<file path="src/rtl/cmf_pkg.sv">
package cmf_pkg;
  localparam int CMF_PAT_W  = 3;
  localparam int CMF_WORD_W = 16;
  localparam int CMF_N_MEM  = 2;

  typedef enum logic {
    FS_IDLE = 1'b0,
    FS_FILL = 1'b1
  } fill_state_e;
endpackage

</file>
<file path="src/rtl/cmf_ctl_regs.sv">
module cmf_ctl_regs #(
  parameter int PAT_W = cmf_pkg::CMF_PAT_W
) (
  input  logic             clk,
  input  logic             rst_n,
  input  logic             reg_we,
  input  logic             wr_start,
  input  logic [PAT_W-1:0] wr_bk_pat,
  input  logic [PAT_W-1:0] wr_lc_pat,
  input  logic             hw_clear,
  output logic             start_q,
  output logic [PAT_W-1:0] bk_pat_q,
  output logic [PAT_W-1:0] lc_pat_q,
  output logic             start_rise,
  output logic             start_drop
);
  logic             start_d;
  logic [PAT_W-1:0] bk_d;
  logic [PAT_W-1:0] lc_d;

  // Software write first, completion clear overrides it.
  always_comb begin
    start_d = start_q;
    bk_d    = bk_pat_q;
    lc_d    = lc_pat_q;
    if (reg_we) begin
      start_d = wr_start;
      bk_d    = wr_bk_pat;
      lc_d    = wr_lc_pat;
    end
    if (hw_clear) begin
      start_d = 1'b0;
    end
  end

  assign start_rise = reg_we &  wr_start & ~start_q;
  assign start_drop = reg_we & ~wr_start;

  always_ff @(posedge clk or negedge rst_n) begin
    if (!rst_n) begin
      start_q  <= 1'b0;
      bk_pat_q <= '0;
      lc_pat_q <= '0;
    end else begin
      start_q  <= start_d;
      bk_pat_q <= bk_d;
      lc_pat_q <= lc_d;
    end
  end
endmodule

</file>
<file path="src/rtl/cmf_fill_seq.sv">
module cmf_fill_seq #(
  parameter int DEPTH = 4096,
  localparam int AW   = (DEPTH > 1) ? $clog2(DEPTH) : 1
) (
  input  logic          clk,
  input  logic          rst_n,
  input  logic          launch,
  input  logic          abort,
  output logic          busy,
  output logic          done,
  output logic          complete,
  output logic          capture,
  output logic [AW-1:0] addr
);
  import cmf_pkg::*;

  localparam logic [AW-1:0] LAST = AW'(DEPTH - 1);

  fill_state_e   state_q, state_d;
  logic [AW-1:0] addr_q, addr_d;
  logic          done_q, done_d;
  logic          addr_en;

  always_comb begin
    state_d  = state_q;
    addr_d   = addr_q;
    addr_en  = 1'b0;
    done_d   = 1'b0;
    complete = 1'b0;
    capture  = 1'b0;
    unique case (state_q)
      FS_IDLE: begin
        if (launch) begin
          state_d = FS_FILL;
          addr_d  = '0;
          addr_en = 1'b1;
          capture = 1'b1;
        end
      end
      FS_FILL: begin
        if (abort) begin
          state_d = FS_IDLE;
        end else if (addr_q == LAST) begin
          state_d  = FS_IDLE;
          done_d   = 1'b1;
          complete = 1'b1;
        end else begin
          addr_d  = addr_q + 1'b1;
          addr_en = 1'b1;
        end
      end
      default: state_d = FS_IDLE;
    endcase
  end

  always_ff @(posedge clk or negedge rst_n) begin
    if (!rst_n) begin
      state_q <= FS_IDLE;
      done_q  <= 1'b0;
    end else begin
      state_q <= state_d;
      done_q  <= done_d;
    end
  end

  always_ff @(posedge clk or negedge rst_n) begin
    if (!rst_n) begin
      addr_q <= '0;
    end else if (addr_en) begin
      addr_q <= addr_d;
    end
  end

  assign busy = (state_q == FS_FILL);
  assign done = done_q;
  assign addr = addr_q;
endmodule

</file>
<file path="src/rtl/cmf_word_fmt.sv">
module cmf_word_fmt #(
  parameter int WORD_W = cmf_pkg::CMF_WORD_W,
  parameter int PAT_W  = cmf_pkg::CMF_PAT_W,
  parameter int N_MEM  = cmf_pkg::CMF_N_MEM,
  localparam int LOW_W = WORD_W - PAT_W
) (
  input  logic                          clk,
  input  logic                          rst_n,
  input  logic                          capture,
  input  logic [N_MEM-1:0][PAT_W-1:0]   pat_in,
  output logic [N_MEM-1:0][WORD_W-1:0]  word_out
);
  for (genvar m = 0; m < N_MEM; m++) begin : g_mem
    logic [PAT_W-1:0] pat_hold_q;

    always_ff @(posedge clk or negedge rst_n) begin
      if (!rst_n) begin
        pat_hold_q <= '0;
      end else if (capture) begin
        pat_hold_q <= pat_in[m];
      end
    end

    assign word_out[m] = {pat_hold_q, {LOW_W{1'b0}}};
  end
endmodule

</file>
<file path="src/rtl/cm_fill_ctrl.sv">
module cm_fill_ctrl #(
  parameter int DEPTH  = 4096,
  parameter int WORD_W = cmf_pkg::CMF_WORD_W,
  parameter int PAT_W  = cmf_pkg::CMF_PAT_W,
  localparam int AW    = (DEPTH > 1) ? $clog2(DEPTH) : 1
) (
  input  logic              clk,
  input  logic              rst_n,
  input  logic              glob_en,
  input  logic              reg_we,
  input  logic              wr_start,
  input  logic [PAT_W-1:0]  wr_bk_pat,
  input  logic [PAT_W-1:0]  wr_lc_pat,
  output logic              start_q,
  output logic [PAT_W-1:0]  bk_pat_q,
  output logic [PAT_W-1:0]  lc_pat_q,
  output logic              busy,
  output logic              done,
  output logic              mem_we,
  output logic [AW-1:0]     mem_addr,
  output logic [WORD_W-1:0] bk_wdata,
  output logic [WORD_W-1:0] lc_wdata
);
  localparam int N_MEM = 2;

  logic start_rise, start_drop;
  logic complete, capture;
  logic [N_MEM-1:0][PAT_W-1:0]  pats;
  logic [N_MEM-1:0][WORD_W-1:0] words;

  cmf_ctl_regs #(.PAT_W(PAT_W)) u_regs (
    .clk        (clk),
    .rst_n      (rst_n),
    .reg_we     (reg_we),
    .wr_start   (wr_start),
    .wr_bk_pat  (wr_bk_pat),
    .wr_lc_pat  (wr_lc_pat),
    .hw_clear   (complete),
    .start_q    (start_q),
    .bk_pat_q   (bk_pat_q),
    .lc_pat_q   (lc_pat_q),
    .start_rise (start_rise),
    .start_drop (start_drop)
  );

  cmf_fill_seq #(.DEPTH(DEPTH)) u_seq (
    .clk      (clk),
    .rst_n    (rst_n),
    .launch   (start_rise & glob_en),
    .abort    (start_drop),
    .busy     (busy),
    .done     (done),
    .complete (complete),
    .capture  (capture),
    .addr     (mem_addr)
  );

  // Patterns come from the write data when it carries the rising start bit.
  assign pats[0] = wr_bk_pat;
  assign pats[1] = wr_lc_pat;

  cmf_word_fmt #(.WORD_W(WORD_W), .PAT_W(PAT_W), .N_MEM(N_MEM)) u_fmt (
    .clk      (clk),
    .rst_n    (rst_n),
    .capture  (capture),
    .pat_in   (pats),
    .word_out (words)
  );

  assign mem_we   = busy;
  assign bk_wdata = words[0];
  assign lc_wdata = words[1];
endmodule

</file>
<file path="config.mk">
export PLATFORM = sky130hd
export DESIGN_NAME = cm_fill_ctrl
export DESIGN_NICKNAME = d
export VERILOG_FILES = /design/src/rtl/cmf_pkg.sv /design/src/rtl/cmf_ctl_regs.sv /design/src/rtl/cmf_fill_seq.sv /design/src/rtl/cmf_word_fmt.sv /design/src/rtl/cm_fill_ctrl.sv
export SDC_FILE = /design/constraint.sdc
export NUM_CORES = 1
export LEC_CHECK = 0
export ABC_AREA = 1
export CAP_MARGIN = 15
export CORE_MARGIN = 2
export CORE_UTILIZATION = 39
export CTS_BUF_LIST = sky130_fd_sc_hd__clkbuf_8
export DETAILED_ROUTE_END_ITERATION = 8
export HOLD_SLACK_MARGIN = 0.12
export PLACE_DENSITY = 0.82
export REMOVE_ABC_BUFFERS = 1
export SKIP_CTS_REPAIR_TIMING = 1
export SYNTH_ARGS = -nofsm -noshare
export SYNTH_HDL_FRONTEND = slang
export SYNTH_SLANG_ARGS = --single-unit
export TNS_END_PERCENT = 100
</file>
<file path="constraint.sdc">
create_clock -name clk -period 2.7 [get_ports clk]
set_clock_uncertainty 0.05 [all_clocks]
set_input_delay 0.54 -clock clk [delete_from_list [all_inputs] [get_ports clk]]
set_output_delay 0.54 -clock clk [all_outputs]
set_load 0.02 [all_outputs]
</file>
==> impl_metrics.toml <==
[run_status]
outcome = "finished clean"

[placement]
dp_slack_ps = 522
placed_area_um2 = 1900
dp_hpwl_um = 2360
io_buffers = 38
gp_congestion = 0.786

[timing]
hold_violations = 0
drv_slew = 0
max_clock_freq_mhz = 491
whs_ps = 453
fin_crit_sh_pct = 75.4
setup_ws_ps = 663
fin_setup_tns_ps = 0
setup_viol = 0
rsz0062_at_grt = "false"
period_needed_ps = 2040

[min_path]
hold_end = "u_fmt.g_mem[0].pat_hold_q[0]"
hold_start = "u_fmt.g_mem[0].pat_hold_q[0]"
whs_path_depth = 2
hold_path_class = "reg2reg"

[yosys]
ys_seq_elements = 27
synth_edf_count = 0
synthesis.area_um2 = 1600
ys_types = 29
post_synth.cell_area_avg_um2 = 8.04
syn_inst = 199
synthFlopType = "dfrtp_1"
synth-seq-area-share_pct = 42.3
yosysWarnings = 0
postSynth.asyncResetShare_pct = 100

[floorplan]
chipWidth_um = 68.0
core_area_um2 = 3970
die_area_um2 = 4630
fp-row-count = 23
die_y_um = 68.0
ios = 65
initial_utilization_pct = 40.3

[global_route]
grt_max_degree = 28
grt_pass1_wl_um = 5140
grt_overflow = 0
grt_antenna_before_repair = 0
grt_usage_pct = 14.5
grt_pass1_vias = 1172

[route]
firstDrtPassIters = 4
routed_wirelength_um = 3100
drt_iter0_drc = 29
drcViolationCount = 0
dr_total_vias = 1261
vias_per_cell = 4.42
post_drt_wl_per_cell_um = 10.9
antenna_left = 0

[worst_setup_path]
cp_max_fo = 7
cp.arrival_ps = 1450
crit_chain = "clkdlybuf4s50_1"
worstReg2RegEnd = "u_seq.addr[9]"
ff2ff_path_depth = 8
r2r_slack_ps = 940
cp.buffers_inverters = 1
crit_family = "buffers and inverters"
crit-reg2reg-launch = "u_seq.addr[0]"
cp-end-kind = "primary output"
critPathRequiredTime_ps = 2110
cp-start-kind = "flip-flop"
slowest_stage = "clkdlybuf4s50_1"
max_stage_delay_ps = 660
criticalPathCategory = "reg2out"

[layout]
drive_above_1_share_pct = 6.38
layout_commonest_cell = "nand2_1"
final_cell_mix = "nand2_1 (49), clkdlybuf4s50_1 (38), dfrtp_1 (27)"
syn2layout_area_growth_pct = 21.9
diodes = 0
final_nets = 248
final_area_um2 = 1950
n_fill_cell = 393

[clock_tree]
htreeDepth = 1
clkLatencyLatePin_ps = 270
clockRootBuffer = "clkbuf_8"
cts_sinks = 27
tritoncts = "done"
clk_path_buf_depth = 2
clk_transition_reported_paths_ps = 90
numCtsBuffers = 3

[job]
cap_violations = 0

[pwr]
p_total_w = 0.00103
p_leak_nw = 0.911
power_density_nw_per_um2 = 530
peakVddDrop_mv = 0.352
[report_power, final]
| part | internal (W) | leakage (nW) | switching (W) |
|---|---|---|---|
| Combinational | 0.000134 | 0.532 | 0.000186 |
| Sequential | 0.000448 | 0.352 | 0.0000457 |
| Clock | 0.000102 | 0.0269 | 0.000116 |
| Total | 0.000684 | 0.911 | 0.000348 |
[how the worst max path moves through the flow]
stage,depth (start not counted),start,to
floorplan,8,u_seq.addr[0],u_seq.addr[5]
global placement,7,reg_we,u_seq.addr[8]
detailed placement,7,reg_we,u_seq.addr[8]
CTS,1,u_seq.busy,mem_we
global route,1,u_seq.busy,mem_we
finish,1,u_seq.busy,mem_we
[final cells by class]
cell class	instances	area, um^2	share of cell area, %
Tap cell	50	62.6	3.21
Clock buffer	3	41.3	2.12
Multi-Input combinational cell	149	718	36.8
Clock inverter	1	3.75	0.193
Sequential cell	27	676	34.7
Timing Repair Buffer	39	388	19.9
Inverter	16	60.1	3.08
[worst reg2reg max path: cells and delay by family, from the launching register on]
kind	cells	cell delay [ps]
and+or+nand+nor	7	890
DFF	1	460
adders and majority gates	1	260
[flip-flops by register name, indices dropped and copies added, names as in the netlist]
| name | count |
|---|---|
| u_seq.busy | 1 |
| u_regs.start_q | 1 |
| u_regs.lc_pat_q | 3 |
| u_seq.addr | 12 |
| u_regs.bk_pat_q | 3 |
| u_seq.done | 1 |
| u_fmt.g_mem.pat_hold_q | 6 |
[cell families after synthesis]
logic type	synth area share [%]
multiplexers	1.41
buffers and inverters	18.7
XOR/XNOR	2.74
flip-flops	42.3
AND/OR/NAND/NOR	29.2
other	0.235
AO/OA/AOI/OAI	4.69
adder cells (fa/ha/maj)	0.782
[metrics by stage]
| stage | std cells | utilization [%] |
|---|---|---|
| global placement | 281 | 48.0 |
| floorplan | 192 | - |
| CTS | 285 | 49.1 |
| finish | 285 | 49.1 |
| detailed placement | 281 | 48.0 |
| global route | 285 | 49.1 |
[cells in the mapped netlist, drive strengths merged (3+ instances only)]
library cell | count | area (um^2)
dfrtp | 27 | 676
nand3 | 20 | 123
nand4 | 3 | 18.8
nor2 | 22 | 92.6
xor2 | 4 | 35.0
o21ai | 14 | 70.1
buf | 31 | 235
inv | 15 | 56.3
nand2 | 53 | 214
[per-layer routing]
metal	GRT usage [%]	routed length [um]	share of wire [%]
met5	0	0	0
met4	3.25	14	0.45
met3	3.29	267	8.6
met2	24.8	1490	48
met1	18.8	1330	43
Note: power is estimated with default switching activity, not from simulation.
